[src/rtl/hdlc_tx_pkg.sv]
package hdlc_tx_pkg;
  localparam int BYTE_W = 8;

  typedef enum logic [2:0] {
    S_FILL,
    S_OPEN,
    S_DATA,
    S_CRC,
    S_CLOSE,
    S_ABORT
  } seq_st_t;

  localparam logic [BYTE_W-1:0] FLAG_PAT  = 8'h7E;
  localparam logic [BYTE_W-1:0] ABORT_PAT = 8'hFE;
  localparam logic [BYTE_W-1:0] ONES_PAT  = 8'hFF;

  function automatic logic [BYTE_W-1:0] fill_pattern(input logic [1:0] sel);
    case (sel)
      2'b00:   return ONES_PAT;
      2'b10:   return ABORT_PAT;
      default: return FLAG_PAT;
    endcase
  endfunction
endpackage

[src/rtl/hdlc_crc_ser.sv]
module hdlc_crc_ser #(
  parameter int             CRC_W    = 16,
  parameter logic [CRC_W-1:0] CRC_POLY = 16'h1021,
  parameter logic [CRC_W-1:0] CRC_INIT = 16'hFFFF
) (
  input  logic             clk,
  input  logic             rst,
  input  logic             init,
  input  logic             shift,
  input  logic             din,
  output logic [CRC_W-1:0] crc
);
  logic fb;
  assign fb = din ^ crc[CRC_W-1];

  always_ff @(posedge clk) begin
    if (rst || init) begin
      crc <= CRC_INIT;
    end else if (shift) begin
      crc <= {crc[CRC_W-2:0], 1'b0} ^ (fb ? CRC_POLY : '0);
    end
  end
endmodule

[src/rtl/hdlc_zero_ins.sv]
module hdlc_zero_ins #(
  parameter int RUN_LEN = 5
) (
  input  logic clk,
  input  logic rst,
  input  logic step,
  input  logic kill,
  input  logic raw,
  input  logic stuffable,
  output logic ins_now
);
  localparam int RUN_W = $clog2(RUN_LEN + 1);

  logic [RUN_W-1:0] ones;

  assign ins_now = (ones == RUN_W'(RUN_LEN)) && !kill;

  always_ff @(posedge clk) begin
    if (rst) begin
      ones <= '0;
    end else if (step) begin
      if (kill || ins_now) begin
        ones <= '0;
      end else if (stuffable && raw) begin
        ones <= ones + 1'b1;
      end else begin
        ones <= '0;
      end
    end
  end

  // a run never grows past the limit without an insertion
  assert_run_cap_R4: assert property (@(posedge clk) disable iff (rst)
    (step && !kill && ones == RUN_W'(RUN_LEN)) |=> (ones == '0));
endmodule

[src/rtl/hdlc_tx_seq.sv]
module hdlc_tx_seq
  import hdlc_tx_pkg::*;
#(
  parameter int CRC_W = 16
) (
  input  logic                    clk,
  input  logic                    rst,
  input  logic                    tx_en,
  input  logic                    ins_now,
  input  logic                    frame_go,
  input  logic                    abort_cmd,
  input  logic [1:0]              fill_sel,
  input  logic                    crc_off,
  input  logic [$clog2(BYTE_W)-1:0] last_bits,
  input  logic                    src_valid,
  input  logic [BYTE_W-1:0]       src_data,
  input  logic                    src_last,
  input  logic [CRC_W-1:0]        crc_val,
  output logic                    raw_bit,
  output logic                    stuffable,
  output logic                    abort_go,
  output logic                    src_take,
  output logic                    crc_init,
  output logic                    crc_shift,
  output logic                    underrun,
  output logic                    eom
);
  localparam int CNT_W = $clog2((CRC_W > BYTE_W) ? CRC_W : BYTE_W);
  localparam int LIM_W = $clog2(BYTE_W + 1);
  localparam logic [CNT_W-1:0] BYTE_END = CNT_W'(BYTE_W - 1);
  localparam logic [CNT_W-1:0] CRC_END  = CNT_W'(CRC_W - 1);

  seq_st_t           st;
  logic [CNT_W-1:0]  cnt;
  logic [BYTE_W-1:0] sh;
  logic [LIM_W-1:0]  lim;
  logic              lastb;
  logic              go_pend;
  logic              abt_pend;

  logic             adv;
  logic             start;
  logic             fetch_pt;
  logic [CNT_W-1:0] lim_end;
  logic [CRC_W-1:0] crc_n;
  logic [BYTE_W-1:0] fpat;

  assign adv      = tx_en && !ins_now;
  assign abort_go = tx_en && (abort_cmd || abt_pend) && (st != S_ABORT);
  assign start    = (st == S_FILL) && (frame_go || go_pend) && !abort_go;
  assign lim_end  = CNT_W'(lim) - 1'b1;
  assign fetch_pt = ((st == S_OPEN) && (cnt == BYTE_END)) ||
                    ((st == S_DATA) && (cnt == lim_end) && !lastb);
  assign src_take  = adv && !abort_go && fetch_pt && src_valid;
  assign underrun  = adv && !abort_go && fetch_pt && !src_valid;
  assign eom       = src_take && src_last;
  assign crc_init  = adv && start;
  assign crc_shift = adv && !abort_go && (st == S_DATA);
  assign crc_n     = ~crc_val;
  assign fpat      = fill_pattern(fill_sel);

  always_comb begin
    raw_bit   = 1'b1;
    stuffable = 1'b0;
    if (abort_go) begin
      raw_bit = 1'b0;
    end else begin
      case (st)
        S_FILL:  raw_bit = start ? 1'b0 : fpat[cnt[2:0]];
        S_OPEN,
        S_CLOSE: raw_bit = FLAG_PAT[cnt[2:0]];
        S_DATA: begin
          raw_bit   = sh[0];
          stuffable = 1'b1;
        end
        S_CRC: begin
          raw_bit   = crc_n[CRC_END - cnt];
          stuffable = 1'b1;
        end
        S_ABORT: raw_bit = ABORT_PAT[cnt[2:0]];
        default: raw_bit = 1'b1;
      endcase
    end
  end

  always_ff @(posedge clk) begin
    if (rst) begin
      st       <= S_FILL;
      cnt      <= '0;
      sh       <= '0;
      lim      <= LIM_W'(BYTE_W);
      lastb    <= 1'b0;
      go_pend  <= 1'b0;
      abt_pend <= 1'b0;
    end else begin
      if (adv && start) go_pend <= 1'b0;
      else if (frame_go) go_pend <= 1'b1;

      if (abort_go || st == S_ABORT) abt_pend <= 1'b0;
      else if (abort_cmd) abt_pend <= 1'b1;

      if (adv) begin
        if (abort_go) begin
          st  <= S_ABORT;
          cnt <= CNT_W'(1);
        end else begin
          case (st)
            S_FILL: begin
              if (start) begin
                st  <= S_OPEN;
                cnt <= CNT_W'(1);
              end else begin
                cnt <= {{(CNT_W-3){1'b0}}, cnt[2:0] + 3'd1};
              end
            end
            S_OPEN, S_DATA: begin
              if (st == S_DATA) sh <= sh >> 1;
              if (fetch_pt) begin
                cnt <= '0;
                if (src_valid) begin
                  st    <= S_DATA;
                  sh    <= src_data;
                  lastb <= src_last;
                  lim   <= (src_last && last_bits != '0) ? LIM_W'(last_bits) : LIM_W'(BYTE_W);
                end else begin
                  st <= S_ABORT;
                end
              end else if (st == S_DATA && cnt == lim_end) begin
                cnt <= '0;
                st  <= crc_off ? S_CLOSE : S_CRC;
              end else begin
                cnt <= cnt + 1'b1;
              end
            end
            S_CRC: begin
              if (cnt == CRC_END) begin
                st  <= S_CLOSE;
                cnt <= '0;
              end else begin
                cnt <= cnt + 1'b1;
              end
            end
            default: begin
              if (cnt == BYTE_END) begin
                st  <= S_FILL;
                cnt <= '0;
              end else begin
                cnt <= cnt + 1'b1;
              end
            end
          endcase
        end
      end
    end
  end

  // disabled edges freeze the sequencer
  assert_hold_R2: assert property (@(posedge clk) disable iff (rst)
    !tx_en |=> ($stable(st) && $stable(cnt)));
  // an abort command takes over at the next enabled bit
  assert_abort_entry_R10: assert property (@(posedge clk) disable iff (rst)
    (tx_en && abort_cmd && st != S_ABORT) |=> (st == S_ABORT && cnt == CNT_W'(1)));
  // no byte is consumed without a valid byte
  assert_take_valid_R13: assert property (@(posedge clk) disable iff (rst)
    src_take |-> (src_valid && (st == S_OPEN || st == S_DATA)));
endmodule

[src/rtl/hdlc_frame_tx.sv]
module hdlc_frame_tx
  import hdlc_tx_pkg::*;
#(
  parameter int               CRC_W    = 16,
  parameter logic [CRC_W-1:0] CRC_POLY = 16'h1021,
  parameter logic [CRC_W-1:0] CRC_INIT = 16'hFFFF,
  parameter int               RUN_LEN  = 5
) (
  input  logic        clk,
  input  logic        rst,
  input  logic        tx_en,
  input  logic [1:0]  fill_sel,
  input  logic        crc_off,
  input  logic [2:0]  last_bits,
  input  logic        frame_go,
  input  logic        abort_cmd,
  input  logic        src_valid,
  input  logic [7:0]  src_data,
  input  logic        src_last,
  output logic        src_take,
  output logic        tx_bit,
  output logic        tx_oe,
  output logic        irq,
  output logic [1:0]  stat
);
  logic             raw_bit;
  logic             stuffable;
  logic             abort_go;
  logic             ins_now;
  logic             crc_init;
  logic             crc_shift;
  logic             underrun;
  logic             eom;
  logic [CRC_W-1:0] crc_val;

  hdlc_tx_seq #(.CRC_W(CRC_W)) seq_i (
    .clk       (clk),
    .rst       (rst),
    .tx_en     (tx_en),
    .ins_now   (ins_now),
    .frame_go  (frame_go),
    .abort_cmd (abort_cmd),
    .fill_sel  (fill_sel),
    .crc_off   (crc_off),
    .last_bits (last_bits),
    .src_valid (src_valid),
    .src_data  (src_data),
    .src_last  (src_last),
    .crc_val   (crc_val),
    .raw_bit   (raw_bit),
    .stuffable (stuffable),
    .abort_go  (abort_go),
    .src_take  (src_take),
    .crc_init  (crc_init),
    .crc_shift (crc_shift),
    .underrun  (underrun),
    .eom       (eom)
  );

  hdlc_zero_ins #(.RUN_LEN(RUN_LEN)) zins_i (
    .clk       (clk),
    .rst       (rst),
    .step      (tx_en),
    .kill      (abort_go),
    .raw       (raw_bit),
    .stuffable (stuffable),
    .ins_now   (ins_now)
  );

  hdlc_crc_ser #(.CRC_W(CRC_W), .CRC_POLY(CRC_POLY), .CRC_INIT(CRC_INIT)) crc_i (
    .clk   (clk),
    .rst   (rst),
    .init  (crc_init),
    .shift (crc_shift),
    .din   (raw_bit),
    .crc   (crc_val)
  );

  always_ff @(posedge clk) begin
    if (rst) begin
      tx_bit <= 1'b1;
      tx_oe  <= 1'b0;
      irq    <= 1'b0;
      stat   <= 2'b00;
    end else begin
      tx_oe <= tx_en;
      if (tx_en) tx_bit <= ins_now ? 1'b0 : raw_bit;
      irq <= eom || underrun;
      if (eom || underrun) stat <= {underrun, eom};
    end
  end

  // driver follows the enable of the previous edge
  assert_oe_follow_R2: assert property (@(posedge clk) disable iff (rst)
    !tx_en |=> !tx_oe);
  // an insertion puts a 0 on the line
  assert_zero_ins_R4: assert property (@(posedge clk) disable iff (rst)
    (tx_en && ins_now) |=> !tx_bit);
  // taking the last byte raises the end-of-message interrupt
  assert_eom_irq_R12: assert property (@(posedge clk) disable iff (rst)
    (src_take && src_last) |=> (irq && stat == 2'b01));
  // an underrun raises the error interrupt
  assert_underrun_irq_R11: assert property (@(posedge clk) disable iff (rst)
    underrun |=> (irq && stat == 2'b10));
endmodule

[config.mk]
export PLATFORM = sky130hd
export DESIGN_NAME = hdlc_frame_tx
export DESIGN_NICKNAME = d
export VERILOG_FILES = /design/src/rtl/hdlc_tx_pkg.sv /design/src/rtl/hdlc_crc_ser.sv /design/src/rtl/hdlc_zero_ins.sv /design/src/rtl/hdlc_tx_seq.sv /design/src/rtl/hdlc_frame_tx.sv
export SDC_FILE = /design/constraint.sdc
export NUM_CORES = 1
export LEC_CHECK = 0
export BUFFER_PORTS_ARGS = -buffer_cell sky130_fd_sc_hd__buf_2
export CAP_MARGIN = 20
export CORE_MARGIN = 2
export CORE_UTILIZATION = 55
export DETAILED_ROUTE_END_ITERATION = 8
export GPL_TIMING_DRIVEN = 0
export PLACE_DENSITY = 0.75
export REMOVE_ABC_BUFFERS = 1
export SYNTH_ARGS = -nofsm -noshare
export SYNTH_HDL_FRONTEND = slang
export SYNTH_HIERARCHICAL = 1
export SYNTH_SLANG_ARGS = --single-unit
[constraint.sdc]
create_clock -name clk -period 3.9 [get_ports clk]
set_input_delay 0.39 -clock clk [delete_from_list [all_inputs] [get_ports clk]]
set_output_delay 0.39 -clock clk [all_outputs]
set_load 0.02 [all_outputs]
==> results of run 1 <==
[kinds of logic after synthesis]
group / Yosys count / share of synthesized area [%]
and+or+nand+nor: 111 / 22.1
xor gates and xnor gates: 9 / 4.50
muxes: 18 / 8.62
DFF: 48 / 36.0
AOI/OAI and AO/OA: 79 / 20.3
adders and majority gates: 4 / 1.87
buffers and inverters: 39 / 6.61
[metrics by stage]
step                utilization, %  power, mW  TNS, ns  worst slack [ns]  instances
floorplan                        -      0.671        0             0.470        294
global placement              59.4      0.722    -8.78            -0.650        374
detailed placement            59.9      0.725        0             0.858        376
CTS                           62.0       1.04        0             0.844        384
global route                  62.0       1.08        0             0.594        384
finish                        62.0       1.03        0             0.834        384
[flip-flops by register name, indices dropped and copies added (netlist names), named ones only]
signal          flops
seq_i/abt_pend      1
seq_i/cnt           4
zins_i/ones         3
seq_i/lastb         1
tx_bit              1
seq_i/sh            8
crc_i/crc          16
seq_i/go_pend       1
seq_i/st            3
seq_i/lim           4
irq                 1
tx_oe               1
stat                2
[power groups by stage]
| stage | Combinational (mW) | Sequential [mW] | Clock [mW] |
|---|---|---|---|
| 2_1_floorplan | 0.125 | 0.546 | 0 |
| 3_3_place_gp | 0.170 | 0.552 | 0 |
| 3_5_place_dp | 0.172 | 0.553 | 0 |
| 4_1_cts | 0.173 | 0.542 | 0.327 |
| 5_1_grt | 0.192 | 0.546 | 0.345 |
| 6_report | 0.174 | 0.543 | 0.316 |
[metal layers]
metal | vias to the layer above | global-route usage (%) | share of wire [%]
li1 | 1128 | - | -
met1 | 1024 | 31.6 | 49
met2 | 61 | 31.2 | 45
met3 | 7 | 5.08 | 4.5
met4 | 0 | 7.07 | 1.3
met5 | - | 0 | 0
[cell type report]
| cell class | count | area (sq um) |
|---|---|---|
| multi-input combinational | 221 | 1540 |
| inverter | 25 | 93.8 |
| clock inverter | 2 | 15.0 |
| fill | 395 | 1780 |
| clock buffer | 6 | 82.6 |
| timing repair buffer | 28 | 153 |
| tap | 54 | 67.6 |
| sequential | 48 | 961 |
[tightest hold or removal path, cell delays in order]
cell,delay [ns]
buf_2,0.10
nand2_1,0.04
a21oi_1,0.05
[cell usage in the layout (no fill, tap or decap), types with 2 or more instances in the layout]
cell type and count:
nand2b_1 14, o22ai_1 2, a211oi_1 2, nor4_1 2
or3_1 2, o211ai_1 5, mux4_2 4, nand4b_1 3
xnor2_1 3, mux2i_1 14, o21a_1 3, a31o_2 2
clkinvlp_4 2, xor2_1 3, o21ai_0 14, inv_1 25
buf_2 26, clkbuf_8 6, a21oi_1 20, xnor3_1 3
nor2b_1 5, a31oi_1 11, or2_2 2, dfxtp_1 48
nor3_1 7, nor2_1 21, o21ai_1 3, nand2_1 34
buf_6 2, nand3_1 6, nand3b_1 3, ha_1 4
[how the worst max path moves through the flow]
stage,endpoint,cells past startpoint
after floorplan,crc_i/crc[0],8
after global placement,crc_i/crc[5],8
after detailed placement,crc_i/crc[12],7
after CTS,crc_i/crc[12],7
after global routing,crc_i/crc[12],7
final,crc_i/crc[12],7
==> reports/qor.txt, run 1 <==
Final ANT Viol Nets = 0
Final Hold Fails = 0
Main synth FF type = dfxtp_1
vias in the first global route = 1951
RSZ-0062 raised after global routing = false
Final Skew = 0.00324 ns
Max Cap Violations = 0
Worst R2R Setup Slack = 0.83 ns
hold-fix buffers at CTS = 0
Die Area = 5430 sq um
Worst-Margin Slew = 1.02 ns
ant diodes = 0
Cell Pwr Density = 355 nW/um^2
GRT Residual Overflow = 0
worst r2r src = seq_i/st[2]
Mapped Area = 2670 sq um
Max-slew headroom = 32.0%
R2R Path End = crc_i/crc[12]
final net count = 354
Synth async-reset ratio = 0%
internal cell power = 0.724 mW
top-count cell post-synth = dfxtp_1
Ports = 27
reg2reg path depth = 7
number of clock sinks = 48
Comb power frac = 16.9%
Crit. End Element = register
# DRC = 0
Synth top area share = 36.0%
htree depth = 2
cell accounting for the most synthesized area = dfxtp_1
Vias = 2220
register area share after synthesis = 36.0%
clock slew at reported path FFs = 0.09 ns
most frequent CP cell = nor2_1
cells after synthesis = 308
type of the worst setup path = reg -> reg
CTS Buf Count = 5
CP bufs+invs = 0
Clock power frac = 30.6%
Tcrit/Tclk final = 78.6%
crit-path leading delay family = simple AND/OR/NAND/NOR gates
clock root buffer = clkbuf_8
worst min path class = in -> reg
WL/cell = 14.0 microns
Post-Syn Area per Cell = 8.67 sq um
crit-path cells = and3b_1 -> nor2_1 -> nor2_1 -> nand2b_1 -> nor2_1 -> nor2_1 -> o211ai_1
Final GP Congestion = 0.829
Ys Warns = 6
synthesized flop and latch total = 48
slowest CP cell = dfxtp_1
gr usage total = 21.6%
initial antenna violation count = 0
library cells used by synthesis = 60
CTS resizes = 0
Max Clk Rate = 0.326 GHz
TritonCTS clock tree = yes
Longest Clk Path Bufs = 2
status = finished, final reports clean
WP data arrival = 3.20 ns
Post-synth EDFFs = 0
P_leak = 1.11 nW
placed inst area = 2810 sq um
post-layout min period = 3.07 ns
Sw Ratio = 29.8%
Hold Crit Depth = 3
Starting DRT DRC Count = 162
most frequent cells after synthesis = 48 x dfxtp_1, 34 x nand2_1, 25 x inv_1
largest net degree at the start of global routing = 29
row count = 25
Die W = 73.7 microns
hold_sp = src_data[7]
sequential share of power = 52.6%
Via density = 5.78
Hold Path Sink = seq_i/sh[7]
count of final setup violators = 0
critical path startpoint category = register
Psw = 0.308 mW
hold slack = 0.312 ns
First-pass DRT Iterations = 5
data required time of the worst path = 4.03 ns
synth-to-layout area growth = 9.00%
share of post-route cells with drive strength above 1 = 16.4%
Critical Path Start = seq_i/st[2]
initial core utilization = 56.9%
Core ar. = 4690 sq um
hpwl dp = 3810 microns
global-route wire length before repair = 9070 microns
synth top area cells = dfxtp_1 36%, mux2i_1 5.2%, nand2_1 4.8%, a21oi_1 3.7%, inv_1 3.5%
clock latency on the worst-skew pair = 0.30 ns
DRT Wirelength = 5390 microns
die height = 73.7 microns
postcts setup bufs = 0
CP peak stage delay = 0.82 ns
design area = 2910 sq um
maximum VDD drop = 235 uV
final slew viol count = 0
port bufs = 26
Crit Path Max Fanout = 19
No activity file was read; power rests on OpenSTA's default activity.
==> inputs of run 2 (changes only) <==
Clock period 3.9 ns to 2.94 ns, I/O delays scaled along.
==> run 2 against run 1 <==
Effect of this change:
- flip-flop and latch count did not move
- sequential share of layout area about the same
- die area is the same
- critical path depth increased by 1
- power up 33%
- non-clock buffer count unchanged
- combinational power increased by 33%
- sequential power increased by 33%
- critical path type unchanged
- critical endpoint is now zins_i/ones[2]
- largest power group unchanged
==> reports/qor.txt, run 2 (same netlist as run 1, synthesis figures left out) <==
initial antenna violation count = 0 (unchanged)
vias in the first global route = 1951 (unchanged)
Final ANT Viol Nets = 0 (unchanged)
data required time of the worst path = 3.17 ns (was 4.03 ns)
WL/cell = 14.0 microns (about the same)
row count = 25 (unchanged)
Starting DRT DRC Count = 230 (was 162)
final net count = 354 (unchanged)
GRT Residual Overflow = 0 (unchanged)
Tcrit/Tclk final = 92.7% (was 78.6%)
Vias = 2172 (was 2220)
Final Skew = 0.00135 ns (was 0.00324 ns)
share of post-route cells with drive strength above 1 = 17.9% (was 16.4%)
Cell Pwr Density = 469 nW/um^2 (was 355 nW/um^2)
Max Clk Rate = 0.367 GHz (was 0.326 GHz)
Max Cap Violations = 0 (unchanged)
Worst-Margin Slew = 0.708 ns (was 1.02 ns)
gr usage total = 21.6% (unchanged)
most frequent cells in the layout = 45 x dfxtp_1, 34 x nand2_1, 26 x buf_2, 25 x inv_1 (was 48 x dfxtp_1, 34 x nand2_1, 26 x buf_2, 25 x inv_1, 21 x nor2_1)
Max-slew headroom = 52.3% (was 32.0%)
number of clock sinks = 48 (unchanged)
clock latency on the worst-skew pair = 0.30 ns (about the same)
count of final setup violators = 0 (unchanged)
hold-fix buffers at CTS = 0 (unchanged)
First-pass DRT Iterations = 4 (was 5)
slowest CP cell = mux4_2 (was dfxtp_1)
CP peak stage delay = 0.52 ns (was 0.82 ns)
Final GP Congestion = 0.829 (unchanged)
clock slew at reported path FFs = 0.09 ns (about the same)
P_leak = 1.11 nW (about the same)
final slew viol count = 0 (unchanged)
post-layout min period = 2.72 ns (was 3.07 ns)
critical path startpoint category = register (unchanged)
clock root buffer = clkbuf_8 (unchanged)
RSZ-0062 raised after global routing = false (unchanged)
worst min path class = in -> reg (unchanged)
CP bufs+invs = 0 (unchanged)
Post-Place Cells = 376 (unchanged)
Core ar. = 4690 sq um (unchanged)
setup ws final = 0.216 ns (was 0.834 ns)
most flop-heavy register = crc_i/crc (unchanged)
ant diodes = 0 (unchanged)
die height = 73.7 microns (unchanged)
hpwl dp = 3810 microns (unchanged)
crit-path leading delay family = simple AND/OR/NAND/NOR gates (unchanged)
largest net degree at the start of global routing = 29 (unchanged)
WP data arrival = 2.96 ns (was 3.20 ns)
Crit Path Max Fanout = 11 (was 19)
hold slack = 0.220 ns (was 0.312 ns)
Via density = 5.66 (was 5.78)
most common cell after layout, fill and taps aside = dfxtp_1 (unchanged)
pre-CTS WS = -0.102 ns (was 0.858 ns)
status = finished, final reports clean (unchanged)
global-route wire length before repair = 9070 microns (unchanged)
Longest Clk Path Bufs = 2 (unchanged)
htree depth = 2 (unchanged)
Non-Filler Instances = 384 (unchanged)
DRT Wirelength = 5390 microns (about the same)
Largest register FFs = 16 (unchanged)
initial core utilization = 56.9% (unchanged)
TritonCTS clock tree = yes (unchanged)
Total Neg Setup Slack = 0 ns (unchanged)
# DRC = 0 (unchanged)
Die Area = 5430 sq um (unchanged)
Top Registers = crc_i/crc (16), seq_i/sh (8) (unchanged)
Final Hold Fails = 0 (unchanged)
type of the worst setup path = reg -> reg (unchanged)
Die W = 73.7 microns (unchanged)
Ports = 27 (unchanged)
Crit. End Element = register (unchanged)
port bufs = 26 (unchanged)
CTS Buf Count = 5 (unchanged)
crit-path cells = mux4_2 -> o21bai_1 -> nor2b_1 -> or4_1 -> o21ai_0 -> and3b_2 -> nand4b_1 -> a31oi_1 (was and3b_1 -> nor2_1 -> nor2_1 -> nand2b_1 -> nor2_1 -> nor2_1 -> o211ai_1)
maximum VDD drop = 311 uV (was 235 uV)
synth-to-layout area growth = 9.56% (was 9.00%)
postcts setup bufs = 0 (unchanged)
## run 2: final timing paths
check / start / endpoint / slack, ns / depth (start not counted)
max: seq_i/cnt[0] / zins_i/ones[2] / 0.22 / 8
max reg2reg: seq_i/cnt[0] / zins_i/ones[2] / 0.22 / 8
min reg2reg: seq_i/sh[6] / seq_i/sh[6] / 0.46 / 2
min: src_data[7] / seq_i/sh[7] / 0.22 / 3
## run 2: cell type report
class                   instances  area [sq um]
clock inverters                 2          15.0
fillers                       391          1770
repair buffers                 28           153
flip-flops and latches         48           967
clock buffers                   6          82.6
multi-input cells             221          1550
well taps                      54          67.6
inverters                      25          93.8
## run 2: power by group
part / switching (mW) / internal, mW
clock: 0.229 / 0.191
sequential: 0.0495 / 0.672
combinational: 0.131 / 0.100
total: 0.410 / 0.963
## run 2: stage by stage
stage               total power [mW]  cell area, sq um  utilization, %
global placement               0.958              2790            59.4
CTS                             1.38              2910            62.1
global route                    1.44              2930            62.3
floorplan                      0.890              2590               -
finish                          1.37              2930            62.3
detailed placement             0.962              2810            59.9
## run 2: what timing repair did
action                                  CTS  global route
gates resized for setup                   2             4
pin swaps                                 0             1
endpoints found under the setup margin    4            26
## run 2: routing by layer
metal | wire [microns] | GRT usage [%] | vias up
li1 | - | - | 1129
met1 | 2670 | 31.6 | 1001
met2 | 2470 | 31.2 | 38
met3 | 202 | 5.08 | 4
met4 | 50 | 7.07 | 0
met5 | 0 | 0 | -
## run 2: worst reg2reg max path, delay by kind of cell (launching register included)
family | cells | cell delay [ns]
simple gates | 4 | 1.00
compound gates | 3 | 0.68
mux | 1 | 0.52
flops | 1 | 0.46
